<file path="config.mk">
export PLATFORM = sky130hd
export DESIGN_NAME = dmairq_agg
export DESIGN_NICKNAME = d
export VERILOG_FILES = /design/src/rtl/dmairq_pkg.sv /design/src/rtl/dmairq_flag_bank.sv /design/src/rtl/dmairq_regif.sv /design/src/rtl/dmairq_req_fsm.sv /design/src/rtl/dmairq_agg.sv
export SDC_FILE = /design/constraint.sdc
export NUM_CORES = 1
export LEC_CHECK = 0
export ABC_AREA = 1
export CORE_AREA = 2 2 39 41
export DETAILED_ROUTE_END_ITERATION = 8
export DIE_AREA = 0 0 41 43
export DONT_BUFFER_PORTS = 1
export GPL_TIMING_DRIVEN = 0
export SKIP_LAST_GASP = 1
export SLEW_MARGIN = 20
export SYNTH_ARGS = -nofsm -noshare
export SYNTH_HDL_FRONTEND = slang
export SYNTH_SLANG_ARGS = --single-unit
</file>
<file path="constraint.sdc">
create_clock -name clk -period 1.28 [get_ports clk]
set_input_delay 0.256 -clock clk [delete_from_list [all_inputs] [get_ports clk]]
set_output_delay 0.256 -clock clk [all_outputs]
set_load 0.03 [all_outputs]
</file>
<file path="src/rtl/dmairq_pkg.sv">
package dmairq_pkg;

    localparam int NUM_FLAGS = 7;
    localparam int NUM_EN    = 3;
    localparam int REG_W     = 8;

    // flag vector positions
    localparam int FL_DONE  = 0;
    localparam int FL_ERR0  = 1;
    localparam int FL_ERR1  = 2;
    localparam int FL_WARN0 = 3;
    localparam int FL_WARN1 = 4;
    localparam int FL_REP   = 5;
    localparam int FL_EOP   = 6;

    // enable vector positions
    localparam int EN_WARN = 0;
    localparam int EN_REP  = 1;
    localparam int EN_EOP  = 2;

    // register 0 bit positions
    localparam int R0_DONE  = 0;
    localparam int R0_ERR0  = 1;
    localparam int R0_ERR1  = 2;
    localparam int R0_WARN0 = 3;
    localparam int R0_WARN1 = 4;
    localparam int R0_WEN   = 5;

    // register 1 bit positions
    localparam int R1_EOP   = 0;
    localparam int R1_EOPEN = 1;
    localparam int R1_REP   = 2;
    localparam int R1_REPEN = 3;

    typedef enum logic [0:0] {
        IRQ_QUIET  = 1'b0,
        IRQ_RAISED = 1'b1
    } irq_state_e;

    typedef logic [NUM_FLAGS-1:0] flag_vec_t;
    typedef logic [NUM_EN-1:0]    en_vec_t;

endpackage

</file>
<file path="src/rtl/dmairq_flag_bank.sv">
module dmairq_flag_bank
    import dmairq_pkg::*;
#(
    parameter int N = NUM_FLAGS
) (
    input  logic         clk,
    input  logic         rst_n,
    input  logic [N-1:0] set_vec,
    input  logic [N-1:0] clr_vec,
    output logic [N-1:0] flag_q,
    output logic [N-1:0] flag_next
);

    for (genvar i = 0; i < N; i++) begin : g_flag
        // set wins over clear in the same cycle
        assign flag_next[i] = set_vec[i] | (flag_q[i] & ~clr_vec[i]);

        always_ff @(posedge clk or negedge rst_n) begin
            if (!rst_n) begin
                flag_q[i] <= 1'b0;
            end else begin
                flag_q[i] <= flag_next[i];
            end
        end
    end

endmodule

</file>
<file path="src/rtl/dmairq_regif.sv">
module dmairq_regif
    import dmairq_pkg::*;
(
    input  logic             clk,
    input  logic             rst_n,
    input  logic             reg_wr,
    input  logic             reg_sel,
    input  logic [REG_W-1:0] reg_wdata,
    input  flag_vec_t        flag_q,
    output flag_vec_t        clr_vec,
    output en_vec_t          en_q,
    output en_vec_t          en_next,
    output logic [REG_W-1:0] reg_rdata
);

    logic wr0;
    logic wr1;

    assign wr0 = reg_wr & ~reg_sel;
    assign wr1 = reg_wr &  reg_sel;

    always_comb begin
        clr_vec           = '0;
        clr_vec[FL_DONE]  = wr0 & ~reg_wdata[R0_DONE];
        clr_vec[FL_ERR0]  = wr0 & ~reg_wdata[R0_ERR0];
        clr_vec[FL_ERR1]  = wr0 & ~reg_wdata[R0_ERR1];
        clr_vec[FL_WARN0] = wr0 & ~reg_wdata[R0_WARN0];
        clr_vec[FL_WARN1] = wr0 & ~reg_wdata[R0_WARN1];
        clr_vec[FL_EOP]   = wr1 & ~reg_wdata[R1_EOP];
        clr_vec[FL_REP]   = wr1 & ~reg_wdata[R1_REP];
    end

    always_comb begin
        en_next = en_q;
        if (wr0) begin
            en_next[EN_WARN] = reg_wdata[R0_WEN];
        end
        if (wr1) begin
            en_next[EN_REP] = reg_wdata[R1_REPEN];
            en_next[EN_EOP] = reg_wdata[R1_EOPEN];
        end
    end

    always_ff @(posedge clk or negedge rst_n) begin
        if (!rst_n) begin
            en_q <= '0;
        end else begin
            en_q <= en_next;
        end
    end

    always_comb begin
        reg_rdata = '0;
        if (!reg_sel) begin
            reg_rdata[R0_DONE]  = flag_q[FL_DONE];
            reg_rdata[R0_ERR0]  = flag_q[FL_ERR0];
            reg_rdata[R0_ERR1]  = flag_q[FL_ERR1];
            reg_rdata[R0_WARN0] = flag_q[FL_WARN0];
            reg_rdata[R0_WARN1] = flag_q[FL_WARN1];
            reg_rdata[R0_WEN]   = en_q[EN_WARN];
        end else begin
            reg_rdata[R1_EOP]   = flag_q[FL_EOP];
            reg_rdata[R1_EOPEN] = en_q[EN_EOP];
            reg_rdata[R1_REP]   = flag_q[FL_REP];
            reg_rdata[R1_REPEN] = en_q[EN_REP];
        end
    end

endmodule

</file>
<file path="src/rtl/dmairq_req_fsm.sv">
module dmairq_req_fsm
    import dmairq_pkg::*;
(
    input  logic      clk,
    input  logic      rst_n,
    input  flag_vec_t flag_next,
    input  en_vec_t   en_next,
    output logic      irq_req
);

    irq_state_e state_q;
    irq_state_e state_next;
    flag_vec_t  gate;
    logic       pending;

    // ungated sources carry a constant 1 gate
    always_comb begin
        gate           = '1;
        gate[FL_WARN0] = en_next[EN_WARN];
        gate[FL_WARN1] = en_next[EN_WARN];
        gate[FL_REP]   = en_next[EN_REP];
        gate[FL_EOP]   = en_next[EN_EOP];
    end

    assign pending = |(flag_next & gate);

    always_comb begin
        state_next = state_q;
        unique case (state_q)
            IRQ_QUIET:  if (pending)  state_next = IRQ_RAISED;
            IRQ_RAISED: if (!pending) state_next = IRQ_QUIET;
            default:    state_next = IRQ_QUIET;
        endcase
    end

    always_ff @(posedge clk or negedge rst_n) begin
        if (!rst_n) begin
            state_q <= IRQ_QUIET;
        end else begin
            state_q <= state_next;
        end
    end

    always_comb begin
        irq_req = (state_q == IRQ_RAISED);
    end

endmodule

</file>
<file path="src/rtl/dmairq_agg.sv">
module dmairq_agg
    import dmairq_pkg::*;
(
    input  logic             clk,
    input  logic             rst_n,
    input  logic             ev_done,
    input  logic [1:0]       ev_warn,
    input  logic [1:0]       ev_err,
    input  logic             ev_rep,
    input  logic             ev_eop,
    input  logic             reg_wr,
    input  logic             reg_sel,
    input  logic [REG_W-1:0] reg_wdata,
    output logic [REG_W-1:0] reg_rdata,
    output logic             irq_req
);

    flag_vec_t set_vec;
    flag_vec_t clr_vec;
    flag_vec_t flag_q;
    flag_vec_t flag_next;
    en_vec_t   en_q;
    en_vec_t   en_next;

    always_comb begin
        set_vec           = '0;
        set_vec[FL_DONE]  = ev_done;
        set_vec[FL_ERR0]  = ev_err[0];
        set_vec[FL_ERR1]  = ev_err[1];
        set_vec[FL_WARN0] = ev_warn[0];
        set_vec[FL_WARN1] = ev_warn[1];
        set_vec[FL_REP]   = ev_rep;
        set_vec[FL_EOP]   = ev_eop;
    end

    dmairq_flag_bank #(.N(NUM_FLAGS)) flags_i (
        .clk       (clk),
        .rst_n     (rst_n),
        .set_vec   (set_vec),
        .clr_vec   (clr_vec),
        .flag_q    (flag_q),
        .flag_next (flag_next)
    );

    dmairq_regif regs_i (
        .clk       (clk),
        .rst_n     (rst_n),
        .reg_wr    (reg_wr),
        .reg_sel   (reg_sel),
        .reg_wdata (reg_wdata),
        .flag_q    (flag_q),
        .clr_vec   (clr_vec),
        .en_q      (en_q),
        .en_next   (en_next),
        .reg_rdata (reg_rdata)
    );

    dmairq_req_fsm fsm_i (
        .clk       (clk),
        .rst_n     (rst_n),
        .flag_next (flag_next),
        .en_next   (en_next),
        .irq_req   (irq_req)
    );

endmodule

</file>
==> run summary, run 1 <==
The flow ran to the end, and the final reports show no timing, DRC or antenna violations. The total clock buffers created by CTS is 3. The arrival time of the worst setup path is about 940 ps. The initial antenna violation count came out at 0. The worst path uses 93.7% of the clock period. The number of endpoints with negative hold slack in the final report came out at 0.

The repair_antennas step left the layout with diodes totalling 0. The netlist area before placement is about 600 um^2. The final layout contains roughly 110 nets. The critical path's largest stage delay is 340 ps.

Setup violations remaining at the end of the flow were counted as 0. The number of setup buffers added after CTS is 0. The quantity of I/O buffers inserted on ports is 0.

CTS built an H-tree with a depth of 1. The clock skew came out at 0.283 ps. In this run the worst hold path is classified as primary input to flip-flop. The standard-cell row count is 14. Setup repair after global routing left no endpoint under its margin. The total power per unit cell area came out at 1180 mW/mm^2. The worst setup path is captured at an output port.

The via count of the first global-routing pass is roughly 460. Summed over all layers, the routed wires come to approximately 1200 um. The library cell contributing the largest single delay on the critical path is sky130_fd_sc_hd__dfrtp_1. At the pin with the least slew margin, the transition time is roughly 500 ps. The category of the worst setup path launch point is a flip-flop. The core area is around 0.0014 mm^2. The register bit count reported by yosys is 11.

TritonCTS built the clock tree. The maximum buffer depth of the clock tree is 2. The required time of the critical path is between 1000 and 1500 ps. The critical path goes through inv_1 > nor2_2.

Before antenna repair, the detailed router went through 4 iterations. The total number of vias is 505. The achievable clock frequency is about 830 MHz. Of the synthesized area, sequential elements account for between 40% and 50%. The critical path starts at regs_i.en_q[0]$_DFF_PN0_. For this run the aggregate overflow at the end of global routing stands at 0. The static power due to leakage came out at ~0.36 nW. The effective utilization at floorplan came out at about 43%. Headroom to the max-slew limit came out at between 60% and 70%. The sink count of the clock tree is 11. The final worst slack is just over 80 ps. The largest fanout of any net on the critical path is 2. Entering global routing, the biggest net connects 12 pins. The setup TNS after final layout came out at 0 ps.

The wire length of the first global-routing pass is between 1500 and 2000 um. The count of pins over their slew limit is 0. The chip height is approximately 43 um. After technology mapping, the gate count stands at 83. The utilization after layout came out at a little under half.

The max capacitance violation total is 0. The I/O pin total came out at 28. CTS placed an instance of sky130_fd_sc_hd__clkbuf_4 at the clock tree root.

The HPWL reported at the end of detailed placement came out at between 800 and 900 um. The average cell area after synthesis is around 7.2 um^2. The post-layout total power came out at ~0.00078 W. The fraction of layout cells with a size suffix above 1 came out at 19.1%.

The worst path in the final design needs a cycle of between 1000 and 1500 ps, including I/O delays and setup. In this run the remaining antenna-violating nets after routing total 0. The layout overhead on the synthesized area is 10.9%. The post-route DRC violation count is 0. After the first detailed-routing iteration, the DRC count stood at 8. The worst setup path is of the flip-flop to output port kind. The Yosys warning count came out at 0. The die extent in x came out at just over 40 um. The placer congestion estimate is just under 0.7. The vias per cell is 4.81. Clock-pin slew was measured on the worst setup and hold paths at about 70 ps.

The average wire length per cell after detail routing came out at around 11 um. The post-place setup slack is roughly 150 ps. In this run, distinct cell masters in the synthesized netlist total 14. The worst vdd rail ir drop came out at about 520 uV. The source of the worst hold timing path is ev_err[0]. The worst-skew pair later-pin latency is around 270 ps. The global-route total usage across every layer is 17.0%.

The die area is about 0.0018 mm^2. In this run the critical register-to-register path is launched from regs_i.en_q[0]$_DFF_PN0_.
stage by stage:
stage | area [um^2] | hold WS [ps] | instances
2_1_floorplan | 602 | -39.6 | 84
3_3_place_gp | 622 | -39.3 | 100
3_5_place_dp | 622 | -39.3 | 100
4_1_cts | 663 | 68.9 | 105
5_1_grt | 663 | 69.3 | 105
6_report | 663 | 69.0 | 105
final timing paths:
path | end | slack, ps | depth (start not counted)
worst min register to register | flags_i.flag_q[1]$_DFF_PN0_ | 500 | 2
worst min-delay path | flags_i.flag_q[1]$_DFF_PN0_ | 70 | 2
worst max-delay path | reg_rdata[5] | 80 | 2
min in group asynchronous | flags_i.flag_q[0]$_DFF_PN0_ | 390 | 1
max in group asynchronous | flags_i.flag_q[4]$_DFF_PN0_ | 560 | 1
worst max register to register | fsm_i.irq_req$_DFF_PN0_ | 380 | 6
per-layer routing:
| layer | global-route usage (%) | up-vias | routed length [um] |
|---|---|---|---|
| met1 | 20.7 | 233 | 527 |
| li1 | - | 250 | - |
| met5 | 0 | - | 0 |
| met2 | 24.1 | 17 | 545 |
| met4 | 14.0 | 0 | 43 |
| met3 | 3.66 | 5 | 58 |
layout by cell type (no fill, tap or decap):
cell type / n
sky130_fd_sc_hd__nand2_1: 36
sky130_fd_sc_hd__inv_1: 15
sky130_fd_sc_hd__dfrtp_1: 11
sky130_fd_sc_hd__nand3_1: 4
sky130_fd_sc_hd__buf_4: 3
sky130_fd_sc_hd__nor2_2: 3
sky130_fd_sc_hd__clkbuf_4: 3
sky130_fd_sc_hd__a21oi_2: 2
sky130_fd_sc_hd__nand2_2: 2
sky130_fd_sc_hd__o21ai_2: 2
sky130_fd_sc_hd__conb_1: 2
sky130_fd_sc_hd__inv_2: 1
sky130_fd_sc_hd__nor2_4: 1
sky130_fd_sc_hd__o21ai_0: 1
sky130_fd_sc_hd__nor2_1: 1
sky130_fd_sc_hd__clkbuf_1: 1
sky130_fd_sc_hd__dlygate4sd3_1: 1
area by class of cell:
class	instances	area [um^2]
fillers	148	721
flip-flops and latches	11	275
multi-input cells	54	249
inverters	16	60.1
clock buffers	4	26.3
plain buffers	3	22.5
well taps	16	20.0
repair buffers	1	10.0
logic make-up after synthesis:
family | count (synthesis) | synth area share [%]
and+or+nand+nor | 47 | 32.8
buffers and inverters | 19 | 13.8
other | 1 | 0.627
AOI/OAI and AO/OA | 5 | 6.69
DFF | 11 | 46.0
power breakdown:
part | internal (W) | switching, W
clock network | 0.000121 | 0.000117
logic | 0.0000454 | 0.000115
registers | 0.000371 | 0.0000120
total | 0.000537 | 0.000245
what timing repair did:
item	CTS	global route
gates resized for setup	2	0
endpoints found under the setup margin	2	0
hold buffers	1	0
endpoints found under the hold margin	11	0
Yosys cell counts (all sizes together):
| cell type | instances | area [um^2] |
|---|---|---|
| nand2 | 38 | 148 |
| nand3 | 4 | 20.0 |
| conb | 1 | 3.75 |
| buf | 3 | 22.5 |
| o21ai | 3 | 22.5 |
| a21oi | 2 | 17.5 |
| nor2 | 5 | 28.8 |
| inv | 16 | 60.1 |
| dfrtp | 11 | 275 |
registers in the layout, summed over array words and instances (netlist names):
signal,count
fsm_i.irq_req,1
flags_i.flag_q,7
regs_i.en_q,3
critical path, delay by kind of cell, from the launching register on:
| family | cells | cell delay (ps) |
|---|---|---|
| flops | 1 | 340 |
| buf+inv | 1 | 50 |
| simple gates | 1 | 280 |
No activity file was read; power rests on OpenSTA's default activity.
==> run 2, diff against run 1 <==
- CELL_PAD_IN_SITES_DETAIL_PLACEMENT: default -> 2
- CELL_PAD_IN_SITES_GLOBAL_PLACEMENT: default -> 2
- CORE_AREA: 2 2 39 41 -> default
- CORE_MARGIN: default -> 1
- CORE_UTILIZATION: default -> 32
- DIE_AREA: 0 0 41 43 -> default
- PLACE_DENSITY_LB_ADDON: default -> 0.1
==> run summary, run 2 (same netlist as run 1, synthesis figures left out) <==
The flow ran to the end, and the final reports show no timing, DRC or antenna violations. The fraction of layout cells with a size suffix above 1 is 19.1% (unchanged). The max capacitance violation total is 0 (unchanged). The standard-cell row count came to 15 (+1). The largest fanout of any net on the critical path is 2 (unchanged).

The normalized max-slew margin came out at 65.9% (-0.61 points). In the layout the commonest cells are 36 x sky130_fd_sc_hd__nand2_1, 15 x sky130_fd_sc_hd__inv_1, 11 x sky130_fd_sc_hd__dfrtp_1, 4 x sky130_fd_sc_hd__nand3_1. The clock skew is 2.66 ps (+2.37 ps). The placer congestion estimate was 0.726 (+5.4%). The total clock buffers created by CTS came out at 3 (unchanged). The critical path's largest stage delay is 350 ps (about the same). The worst vdd rail ir drop came out at 494 uV (-5.3%).

The chip height came out at 45.2 um (+5.2%). The worst hold path begins at ev_err[0]. The kind of cell adding the most delay to the critical path is flip-flops. In this run the critical register-to-register path is launched from regs_i.en_q[0]$_DFF_PN0_. The achievable clock frequency came out at 832 MHz (-0.21%). The number of H-tree levels is 1 (unchanged). The type of the worst min-delay path is primary input to flip-flop. The share of the clock period used by the worst path after layout is 93.8% (+0.20 points). The slew of the pin with the lowest slew margin is 510 ps (+9.12 ps). The wire length of the first global-routing pass is 2060 um (+7.2%). The antenna diode count came out at 0 (unchanged). The post-route DRC violation count came to 0 (unchanged). The worst slack on hold paths is 73.2 ps (+4.21 ps). The number of endpoints with negative hold slack in the final report was 0 (unchanged). The via count of the first global-routing pass is 497 (+7.1%). The flip-flop count of the largest register, all copies and words added came out at 7 (unchanged). The global-route congestion overflow total came out at 0 (unchanged). The worst-skew pair later-pin latency came out at 270 ps (about the same). The vias per cell is 4.45 (-7.5%). The number of DRC violations after detailed-routing iteration 0 came out at 1 (-7). The worst setup slack for register-to-register paths is 360 ps (-20 ps). The largest register by flop count is flags_i.flag_q. The library cell contributing the largest single delay on the critical path is sky130_fd_sc_hd__dfrtp_1. In this run the clock root is driven by a sky130_fd_sc_hd__clkbuf_4. Setup repair after global routing left no endpoint under its margin. The clock-pin slew on the worst setup and hold paths is 70 ps (about the same). The average wire length per cell after detail routing came out at 11.4 um (+2.1%). The required time of the critical path came to 1020 ps (about the same).

The initial antenna violation count is 0 (unchanged). The setup TNS after final layout came out at 0 ps (unchanged). The maximum buffer depth of the clock tree came out at 2 (unchanged). The die area came out at 0.00205 mm^2 (+16%).

The setup path with the least slack is of type flip-flop to output port. The global-route total usage across every layer is 14.8% (-2.2 points). Tracing the worst setup path back leads to its startpoint at regs_i.en_q[0]$_DFF_PN0_. The count of final setup violators came out at 0 (unchanged). The detailed-routing iteration count for the pre-antenna-repair pass came to 2 (-2). The quantity of I/O buffers inserted on ports came to 0 (unchanged). The buffer and inverter count on the worst path came out at 1 (unchanged). The critical path goes through inv_1 > nor2_2. The clock tree from TritonCTS is built. The total power per unit cell area was 1170 mW/mm^2 (-0.99%). The highest routed metal layer is met4. The static power due to leakage is 0.363 nW (unchanged). The die extent in x was 45.2 um (+10%).

The worst setup path is captured at an output port. Leaving out fill and tap cells, the most frequent cell in the layout is sky130_fd_sc_hd__nand2_1. The I/O pin total is 28 (unchanged). The arrival time of the worst setup path is 950 ps (about the same). The wire length on met2 came to 620 um (+14%). The total number of vias is 507 (+0.40%). The sum of routed wire length over all layers came to 1300 um (+11%).

The largest net degree at the start of global routing is 12 (unchanged). The HPWL reported at the end of detailed placement is 1050 um (+18%). The final antenna-violating net count is 0 (unchanged). The count of pins over their slew limit is 0 (unchanged).

The effective utilization at floorplan is 34.3% (-9.0 points). The length of routed met3 wiring is 47 um (-19%). The area growth from synthesis to layout is 12.8%. The number of nets in the final layout came out at 109 (unchanged). The met1 wire length is 612 um (+16%). The number of fill cells is 224 (+51%). The final critical delay including setup and external delays is 1200 ps (+2.52 ps). The utilization after layout came out at 38.6% (-9.3 points). The core area came out at 0.00175 mm^2 (+26%). STA classifies the critical path startpoint as a flip-flop.

The sink count of the clock tree came to 11 (unchanged).
-- run 2: path summary, 6_finish.rpt --
kind	endpoint	cells past startpoint
setup / recovery	reg_rdata[5]	2
hold / removal	flags_i.flag_q[1]$_DFF_PN0_	2
setup reg to reg	fsm_i.irq_req$_DFF_PN0_	6
hold reg to reg	flags_i.flag_q[0]$_DFF_PN0_	2
max in group asynchronous	flags_i.flag_q[1]$_DFF_PN0_	1
min in group asynchronous	regs_i.en_q[2]$_DFF_PN0_	1
-- run 2: area by class of cell --
| class | instances | area, um^2 | share of cell area [%] |
|---|---|---|---|
| clock buffers | 4 | 26.3 | 3.90 |
| multi-input cells | 54 | 249 | 36.9 |
| well taps | 25 | 31.3 | 4.64 |
| plain buffers | 3 | 22.5 | 3.34 |
| flip-flops and latches | 11 | 275 | 40.8 |
| repair buffers | 1 | 10.0 | 1.48 |
| inverters | 16 | 60.1 | 8.91 |
-- run 2: timing repair --
action                     in CTS  in global routing
hold endpoints to repair       11                  0
gates resized for setup         2                  0
hold buffers                    1                  0
buffers inserted                0                  0
setup endpoints to repair       2                  0
-- run 2: stage by stage --
step | setup slack (ps) | area (um^2) | power [W] | instances
6_report | 78.8 | 674 | 0.000787 | 114
5_1_grt | 33.8 | 674 | 0.000837 | 114
4_1_cts | 60.5 | 674 | 0.000811 | 114
3_5_place_dp | 108 | 633 | 0.000544 | 109
3_3_place_gp | 123 | 633 | 0.000540 | 109
2_1_floorplan | 189 | 602 | 0.000520 | 84
-- run 2: routing by layer --
layer	global-route usage (%)	vias to the layer above
li1	-	250
met4	7.27	0
met3	4.00	2
met5	0	-
met1	19.1	240
met2	22.6	15
-- run 2: power by group --
group | internal [W] | leakage, nW | switching (W)
clock network | 0.000121 | 0.0150 | 0.000122
logic | 0.0000454 | 0.236 | 0.000117
registers | 0.000370 | 0.112 | 0.0000117
